[src/rtl/recip_mod_pkg.sv]
package recip_mod_pkg;
  localparam int XW   = 15;
  localparam int RFW  = 16;
  localparam int NW   = 10;
  localparam int SELW = 4;
  localparam int NDIV = 12;

  function automatic int div_of(input int idx);
    case (idx)
      0:       return 48;
      1:       return 64;
      2:       return 212;
      3:       return 220;
      4:       return 228;
      5:       return 424;
      6:       return 432;
      7:       return 440;
      8:       return 752;
      9:       return 848;
      10:      return 856;
      11:      return 864;
      default: return 0;
    endcase
  endfunction

  // rounded reciprocal with fbits fraction bits
  function automatic int recip_calc(input int n, input int fbits);
    if (n == 0) return 0;
    return ((1 << fbits) + n / 2) / n;
  endfunction
endpackage

[src/rtl/recip_mod_lut.sv]
module recip_mod_lut
  import recip_mod_pkg::*;
#(
  parameter int SELW_P = SELW,
  parameter int NW_P   = NW,
  parameter int RFW_P  = RFW,
  parameter int NDIV_P = NDIV
) (
  input  logic [SELW_P-1:0] sel,
  output logic [NW_P-1:0]   n,
  output logic [RFW_P-1:0]  recip,
  output logic              bad
);
  localparam int NENT = 1 << SELW_P;

  logic [NW_P-1:0]  n_tab [NENT];
  logic [RFW_P-1:0] r_tab [NENT];

  for (genvar g = 0; g < NENT; g++) begin : g_ent
    localparam int NVI = (g < NDIV_P) ? div_of(g) : 0;
    assign n_tab[g] = NW_P'(NVI);
    assign r_tab[g] = RFW_P'(recip_calc(NVI, RFW_P));
  end

  assign n     = n_tab[sel];
  assign recip = r_tab[sel];
  assign bad   = (32'(sel) >= NDIV_P);
endmodule

[src/rtl/recip_mod_est.sv]
module recip_mod_est
  import recip_mod_pkg::*;
#(
  parameter int XW_P   = XW,
  parameter int SELW_P = SELW,
  parameter int NW_P   = NW,
  parameter int RFW_P  = RFW,
  parameter int NDIV_P = NDIV
) (
  input  logic              clk,
  input  logic              rst_n,
  input  logic              in_vld,
  input  logic [XW_P-1:0]   in_x,
  input  logic [SELW_P-1:0] in_sel,
  output logic              s1_vld,
  output logic [XW_P-1:0]   s1_x,
  output logic [NW_P-1:0]   s1_n,
  output logic [XW_P-1:0]   s1_q,
  output logic              s1_bad
);
  localparam int PW = XW_P + RFW_P;

  logic [NW_P-1:0]  lut_n;
  logic [RFW_P-1:0] lut_r;
  logic             lut_bad;
  logic [XW_P-1:0]  q_d;

  recip_mod_lut #(
    .SELW_P(SELW_P), .NW_P(NW_P), .RFW_P(RFW_P), .NDIV_P(NDIV_P)
  ) u_lut (
    .sel(in_sel), .n(lut_n), .recip(lut_r), .bad(lut_bad)
  );

  // quotient estimate: multiply, add half LSB, drop fraction
  always_comb begin
    q_d = XW_P'((PW'(in_x) * PW'(lut_r) + (PW'(1) << (RFW_P - 1))) >> RFW_P);
  end

  always_ff @(posedge clk or negedge rst_n) begin
    if (!rst_n) s1_vld <= 1'b0;
    else        s1_vld <= in_vld;
  end

  always_ff @(posedge clk) begin
    if (in_vld) begin
      s1_x   <= in_x;
      s1_n   <= lut_n;
      s1_q   <= q_d;
      s1_bad <= lut_bad;
    end
  end
endmodule

[src/rtl/recip_mod_sub.sv]
module recip_mod_sub
  import recip_mod_pkg::*;
#(
  parameter int XW_P = XW,
  parameter int NW_P = NW
) (
  input  logic                 clk,
  input  logic                 rst_n,
  input  logic                 s1_vld,
  input  logic [XW_P-1:0]      s1_x,
  input  logic [NW_P-1:0]      s1_n,
  input  logic [XW_P-1:0]      s1_q,
  input  logic                 s1_bad,
  output logic                 s2_vld,
  output logic [XW_P+NW_P:0]   s2_raw,
  output logic [XW_P-1:0]      s2_q,
  output logic [NW_P-1:0]      s2_n,
  output logic                 s2_bad
);
  localparam int MW = XW_P + NW_P;
  localparam int DW = MW + 1;

  logic [DW-1:0] raw_d;

  // two's-complement raw remainder: dividend minus estimate times divisor
  always_comb begin
    raw_d = {1'b0, MW'(s1_x)} - {1'b0, MW'(s1_q) * MW'(s1_n)};
  end

  always_ff @(posedge clk or negedge rst_n) begin
    if (!rst_n) s2_vld <= 1'b0;
    else        s2_vld <= s1_vld;
  end

  always_ff @(posedge clk) begin
    if (s1_vld) begin
      s2_raw <= raw_d;
      s2_q   <= s1_q;
      s2_n   <= s1_n;
      s2_bad <= s1_bad;
    end
  end
endmodule

[src/rtl/recip_mod_fix.sv]
module recip_mod_fix
  import recip_mod_pkg::*;
#(
  parameter int XW_P = XW,
  parameter int NW_P = NW
) (
  input  logic                 clk,
  input  logic                 rst_n,
  input  logic                 s2_vld,
  input  logic [XW_P+NW_P:0]   s2_raw,
  input  logic [XW_P-1:0]      s2_q,
  input  logic [NW_P-1:0]      s2_n,
  input  logic                 s2_bad,
  output logic                 out_vld,
  output logic [NW_P-1:0]      out_rem,
  output logic [XW_P-1:0]      out_quot,
  output logic                 out_err
);
  localparam int MW = XW_P + NW_P;
  localparam int DW = MW + 1;

  logic            neg;
  logic            over;
  logic [NW_P-1:0] rem_d;
  logic [XW_P-1:0] quot_d;
  logic            err_d;

  always_comb begin
    neg  = s2_raw[DW-1];
    over = !neg && (s2_raw[MW-1:0] >= MW'(s2_n));
    if (s2_bad) begin
      rem_d  = '0;
      quot_d = '0;
      err_d  = 1'b1;
    end else if (neg) begin
      rem_d  = NW_P'(s2_raw + DW'(s2_n));
      quot_d = s2_q - XW_P'(1);
      err_d  = 1'b0;
    end else if (over) begin
      rem_d  = NW_P'(s2_raw - DW'(s2_n));
      quot_d = s2_q + XW_P'(1);
      err_d  = 1'b0;
    end else begin
      rem_d  = NW_P'(s2_raw);
      quot_d = s2_q;
      err_d  = 1'b0;
    end
  end

  always_ff @(posedge clk or negedge rst_n) begin
    if (!rst_n) begin
      out_vld  <= 1'b0;
      out_rem  <= '0;
      out_quot <= '0;
      out_err  <= 1'b0;
    end else begin
      out_vld <= s2_vld;
      if (s2_vld) begin
        out_rem  <= rem_d;
        out_quot <= quot_d;
        out_err  <= err_d;
      end
    end
  end
endmodule

[src/rtl/recip_mod_unit.sv]
module recip_mod_unit
  import recip_mod_pkg::*;
#(
  parameter int XW_P   = XW,
  parameter int SELW_P = SELW,
  parameter int NW_P   = NW,
  parameter int RFW_P  = RFW,
  parameter int NDIV_P = NDIV
) (
  input  logic              clk,
  input  logic              rst_n,
  input  logic              in_vld,
  input  logic [XW_P-1:0]   in_x,
  input  logic [SELW_P-1:0] in_sel,
  output logic              out_vld,
  output logic [NW_P-1:0]   out_rem,
  output logic [XW_P-1:0]   out_quot,
  output logic              out_err
);
  logic               s1_vld;
  logic [XW_P-1:0]    s1_x;
  logic [NW_P-1:0]    s1_n;
  logic [XW_P-1:0]    s1_q;
  logic               s1_bad;
  logic               s2_vld;
  logic [XW_P+NW_P:0] s2_raw;
  logic [XW_P-1:0]    s2_q;
  logic [NW_P-1:0]    s2_n;
  logic               s2_bad;

  recip_mod_est #(
    .XW_P(XW_P), .SELW_P(SELW_P), .NW_P(NW_P), .RFW_P(RFW_P), .NDIV_P(NDIV_P)
  ) u_est (
    .clk(clk), .rst_n(rst_n), .in_vld(in_vld), .in_x(in_x), .in_sel(in_sel),
    .s1_vld(s1_vld), .s1_x(s1_x), .s1_n(s1_n), .s1_q(s1_q), .s1_bad(s1_bad)
  );

  recip_mod_sub #(.XW_P(XW_P), .NW_P(NW_P)) u_sub (
    .clk(clk), .rst_n(rst_n),
    .s1_vld(s1_vld), .s1_x(s1_x), .s1_n(s1_n), .s1_q(s1_q), .s1_bad(s1_bad),
    .s2_vld(s2_vld), .s2_raw(s2_raw), .s2_q(s2_q), .s2_n(s2_n), .s2_bad(s2_bad)
  );

  recip_mod_fix #(.XW_P(XW_P), .NW_P(NW_P)) u_fix (
    .clk(clk), .rst_n(rst_n),
    .s2_vld(s2_vld), .s2_raw(s2_raw), .s2_q(s2_q), .s2_n(s2_n), .s2_bad(s2_bad),
    .out_vld(out_vld), .out_rem(out_rem), .out_quot(out_quot), .out_err(out_err)
  );
endmodule

[config.mk]
export PLATFORM = sky130hd
export DESIGN_NAME = recip_mod_unit
export DESIGN_NICKNAME = d
export VERILOG_FILES = /design/src/rtl/recip_mod_pkg.sv /design/src/rtl/recip_mod_lut.sv /design/src/rtl/recip_mod_est.sv /design/src/rtl/recip_mod_sub.sv /design/src/rtl/recip_mod_fix.sv /design/src/rtl/recip_mod_unit.sv
export SDC_FILE = /design/constraint.sdc
export NUM_CORES = 1
export LEC_CHECK = 0
export ABC_AREA = 1
export ABC_CLOCK_PERIOD_IN_PS = 9000
export BUFFER_PORTS_ARGS = -buffer_cell sky130_fd_sc_hd__buf_2
export CAP_MARGIN = 5
export CORE_MARGIN = 10
export CORE_UTILIZATION = 50
export DETAILED_ROUTE_END_ITERATION = 6
export GPL_TIMING_DRIVEN = 0
export PLACE_DENSITY_LB_ADDON = 0.15
export SKIP_CTS_REPAIR_TIMING = 1
export SYNTH_ARGS = -nofsm -noshare
export SYNTH_HDL_FRONTEND = slang
export SYNTH_SLANG_ARGS = --single-unit
[constraint.sdc]
create_clock -name clk -period 9 [get_ports clk]
set_input_delay 0.9 -clock clk [delete_from_list [all_inputs] [get_ports clk]]
set_output_delay 0.9 -clock clk [all_outputs]
set_load 0.1 [all_outputs]
Word level (Yosys, flattened, before mapping)
Memories as Yosys holds them, arrays and structs flattened. A register that Yosys moved wholly into a read port is not among the register bits. Index checks and enable logic that the tools add are counted.

Word-level logic and storage cells: 38. Output and inout port bits: 27. RAM bits: 0. Register bits after elaboration: 112. Bits in latches: 0. Bits in read-only memories: 416. Memories kept: 2.

Memories: (name not given) (words 16, width 16, read ports 1, clocked after memory_dff 0, wr ports 0, line recip_mod_lut.sv:26) `assign recip = r_tab[sel];`; (name not given) (words 16, width 10, read ports 1, clocked after memory_dff 1, wr ports 0, line recip_mod_lut.sv:25) `assign n = n_tab[sel];`.

Reductions and logical operators: 2. Multiplexer cells: 9. Eq/ne operators: 0. Bitwise operators: 1. Add/sub/neg operators: 6. Divide/modulo/power cells: 0. Shift operators: 0. Multipliers: 2. $lt $le $gt $ge: 3.

Operators with widths (count): 15-bit two-way mux (3); 16-bit two-way mux (2); 31-bit by 16-bit adder with 31-bit output, second input constant (1); 15-bit by 16-bit multiplier with 31-bit output (1); 10-bit two-way mux (3); 15-bit by 25-bit subtractor with 26-bit output (1); 25-bit by 10-bit greater-or-equal comparator with 1-bit output (1); 15-bit by 10-bit multiplier with 25-bit output (1); 15-bit by 1-bit adder with 15-bit output, second input constant (1); 15-bit by 1-bit subtractor with 15-bit output, second input constant (1); 10-bit adder (1); 10-bit subtractor (1); 5-bit greater-or-equal comparator, second input constant (1); 4-bit inverter with 5-bit output (1); 4-bit greater-or-equal comparator, second input constant (1); 1-bit logical AND (1); 1-bit logical NOT (1); 1-bit two-way mux (1).

Depth between registers and ports, before layout
Depth in word-level cells: 6. Mapped depth: 30.

By module
From an unflattened synthesis, not the netlist that was laid out.

Cell total of the unflattened synthesis: 2734. Area total of the unflattened synthesis: 20813.7 um^2.

By module, submodules not included: recip_mod_est (sequential area each 1256.2 um^2, area each 9594.2 um^2, cells an instance 1194, times used 1); recip_mod_sub (sequential area each 1586.5 um^2, area each 8001.4 um^2, cells an instance 1020, times used 1); recip_mod_fix (sequential area each 675.6 um^2, area each 2829.0 um^2, cells an instance 449, times used 1); recip_mod_lut (sequential area each 0.0 um^2, area each 389.1 um^2, cells an instance 71, times used 1).

Worst setup path after synthesis
No wires, ideal clock.

Path type: input to register. Start point: in in_sel[0]. End point: reg u_est.s1_q[10] (data pin). Setup time: 252 ps. Cell stages on the path: 23. Required time: 8748 ps. Path buffers: 0. Path slack: 2777 ps. Arrival time: 5971 ps. Path through: inv_1 > ha_1 > o21ai_1 > nor2_1 > fa_1 > inv_1 > fa_1 > inv_1 > fa_1 > fa_1 > fa_1 > inv_1 > fa_1 > inv_1 > ha_1 > a21oi_1 > o21ai_0 > a21oi_1 > nor2_1 > nor2_1 > nand2_1 > nand2_1 > nand2_1.

Longest elaborated chain between the ends: 6.

Ends and longest elaborated chain: start: declaration (line recip_mod_unit.sv:14) `input logic [SELW_P-1:0] in_sel,`; 4-bit inverter with 5-bit output (not written as such) (line recip_mod_lut.sv:26); memory 16 x 16 bit; 16-bit two-way mux (not written as such) (2 in series) (line recip_mod_lut.sv:26); 15-bit by 16-bit multiplier with 31-bit output (line recip_mod_est.sv:36) `q_d = XW_P'((PW'(in_x) * PW'(lut_r) + (PW'(1) << (RFW_P - 1))) >> RFW_P);`; 31-bit by 16-bit adder with 31-bit output (line recip_mod_est.sv:36); via u_est.q_d[10] (line recip_mod_est.sv:26) `logic [XW_P-1:0] q_d;`; end signal: assignment (line recip_mod_est.sv:48) `s1_q <= q_d;`; end: declaration (line recip_mod_est.sv:18) `output logic [XW_P-1:0] s1_q,`.

The timed path passes the listed nets, and every way through them passes these cells. The select of a mux whose other input is x is not followed. A chain may end at the register's enable or synchronous reset.

Final worst setup path
Start point: in in_sel[1]. End point: reg u_est.s1_q[9] (data pin).

The elaborated chain is that of the path after synthesis.

==> metrics.yaml <==
timing:
  skew_ps: 12.70
  max_freq_mhz: 140.6
  setup_tns_ps: 0
  slew_violations: 0
  tightest_slew_ps: 918.1
  min_period_over_period_pct: 79.03
  rsz0062_at_grt: "false"
  hold_viol_final: 0
  period_needed_ps: 7113
  max-slew-margin-rel_pct: 38.38
  setup_viol: 0
critical_path:
  r2r-end: "u_sub.s2_raw[22]$_DFFE_PP_"
  crit_arrival_ps: 7240
  rr_worst_depth: 18
  reg2reg_slack_ps: 3360
  critical_path_required_ps: 9120
  critical_path_peak_fanout: 8
  cp-end-kind: "flip-flop"
  crit_chain: "buf_2, inv_1, ha_1, o21ai_1, inv_1, nand2_1, fa_1, fa_1, inv_1, ha_1, fa_1, fa_1, inv_1, fa_1, inv_1, ha_1, a21oi_1, o21ai_0, a21oi_1, inv_1, a21oi_1, nand2_1, nand2_1, nand2_1"
  critPathSlowestCell: "o21ai_1"
  cp_common_cell: "inv_1"
  cp-startpoint: "in_sel[1]"
  crit_path_start_kind: "primary input"
  worstSetupPathType: "in -> reg"
  critical-path-max-stage-delay_ps: 730
  r2r_start: "u_est.s1_n[6]$_DFFE_PP_"
placement:
  dp_hpwl_um: 31900
  io_buffers: 48
  gp_congestion: 0.9344
synth:
  synth.distinct_cells: 50
  syn_area_per_cell_um2: 8.238
  synthMuxAreaShare_pct: 0
  ys_ff_latch: 112
  synth_top_family_by_area: "adder cells"
  synth_top_area_share_pct: 23.08
  syn_inst: 1853
  synthArstFlopShare_pct: 25.89
  synth-xor-area-share_pct: 1.951
  syn_nets: 2256
  synth_edf_count: 83
  yosysSeqAreaShare_pct: 21.08
  synth_compound_area_share_pct: 5.704
  synth_area_leaders: "fa_1 (23%), ha_1 (17%), edfxtp_1 (16%), inv_1 (11%), nand2_1 (9.5%)"
  synth-simple-area-share_pct: 18.68
  synth_area_um2: 15270
  yosys.area.top_type: "fa_1"
  synth_ff_type: "edfxtp_1"
  synth_warnings: 0
  yosysMostFrequentCell: "inv_1"
  synthAdderAreaFrac_pct: 39.88
  ys_top_cells_by_count: "inv_1 (453), nand2_1 (386), ha_1 (205)"
min_path:
  hold_depth: 0
  hold_path.startpoint: "u_est.s1_bad$_DFFE_PP_"
  hold_class: "reg -> reg"
  whs_endpoint: "u_sub.s2_bad$_DFFE_PP_"
cts:
  cts_buffers: 9
  ctsRootBufferMaster: "clkbuf_16"
  cts_tree: "built"
  clock-sinks: 112
  clk_path_buf_depth: 2
  clk_pin_slew_ps: 80
  clock_latency_ps: 370
  htreeDepth: 3
routing:
  vias: 11711
  drtIter0Drc: 745
  ant_nets: 0
  drc_errors: 0
  routed_wl_um: 37710
  wl_per_cell_um: 16.34
  dr.pass1.iters: 6
  avgViaCountPerCell: 5.074
die:
  ioPinCount: 49
  start_util_pct: 51.10
  die_x_um: 194.7
  fp.dieArea_um2: 37920
  rows: 63
  fp.dieH_um: 194.7
  core-area_um2: 29870
global_routing:
  antenna_found_initial: 1
  grt_pass1_wl_um: 62300
  grtUsageTotal_pct: 20.13
  grt_max_degree: 38
  gr-total-overflow: 0
  grt_pass1_vias: 12007
cells_and_area:
  fillers: 2888
  area_growth_pct: 6.926
  antenna_cells: 0
  num-nets-final: 2316
  drive_gt1_share_pct: 6.204
job:
  maxCapViolCount: 0
outcome:
  status: "completed"
## metrics by stage
stage | hold slack, ps | std cells | worst slack [ps] | utilization (%) | area, um^2
final | 429.5 | 2308 | 1887 | 54.64 | 16320
after floorplan | 393.4 | 1853 | 2777 | - | 15270
after global routing | 436.1 | 2308 | 1548 | 54.64 | 16320
after global placement | 405.2 | 2291 | 1679 | 53.54 | 15990
after detailed placement | 406.2 | 2292 | 1598 | 53.61 | 16020
after CTS | 426.0 | 2308 | 1972 | 54.64 | 16320
## cell usage in the layout, fill, tap and decap left out, drive strengths merged, types with 3 or more instances in the layout
cell type	instances
o211ai	7
o21bai	7
buf	60
xnor2	7
nand3b	4
nor4	7
o21a	3
clkinv	9
o21ai	51
a31oi	4
xor2	27
nand4	16
nand2	398
nand3	69
a21oi	67
a21o	4
nor2	165
ha	205
edfxtp	83
nor3	12
clkbuf	37
inv	462
dfrtp	29
fa	176
or2	3
## layer usage
layer / wire length (um) / track usage (%)
met4: 915 / 5.579
met1: 17110 / 27.30
met3: 2537 / 3.941
met5: 0 / 0
met2: 17150 / 32.07
## final cells by class
type | count | area [um^2] | area share, %
clock buffer | 11 | 254.0 | 1.556
buffer | 37 | 190.2 | 1.165
multi-input combinational | 1238 | 10110 | 61.93
tap | 390 | 488.0 | 2.989
timing repair buffer | 49 | 260.3 | 1.594
inverter | 466 | 1749 | 10.72
clock inverter | 5 | 53.80 | 0.3296
sequential | 112 | 3219 | 19.72
## flip-flops by register name, indices dropped and copies added, names as in the netlist, 8 cells and up
name	cells
u_sub.s2_raw	26
u_est.s1_x	15
u_fix.out_quot	15
u_est.s1_q	12
u_sub.s2_q	12
u_fix.out_rem	10
u_est.s1_n	8
u_sub.s2_n	8
## critical path, delay by kind of cell
| family | cells | cell delay [ps] |
|---|---|---|
| AO/OA/AOI/OAI | 5 | 1490 |
| adder cells (fa/ha/maj) | 8 | 3540 |
| AND/OR/NAND/NOR | 4 | 340 |
| buffers and inverters | 7 | 960 |
## worst max-delay path by stage
stage,to
after detailed placement,u_est.s1_q[9]$_DFFE_PP_
after global placement,u_est.s1_q[9]$_DFFE_PP_
after CTS,u_est.s1_q[9]$_DFFE_PP_
after floorplan,u_est.s1_q[10]$_DFFE_PP_
after global routing,u_est.s1_q[9]$_DFFE_PP_
final,u_est.s1_q[9]$_DFFE_PP_
## logic make-up after synthesis
family | after synthesis
AO/OA/AOI/OAI | 147
AND/OR/NAND/NOR | 676
flip-flops | 112
adder cells (fa/ha/maj) | 381
buffers and inverters | 503
XOR/XNOR | 34
Power is left out: the tool's default activity adds up to more than one toggle a clock period on the data nets, which glitch-free logic cannot reach.
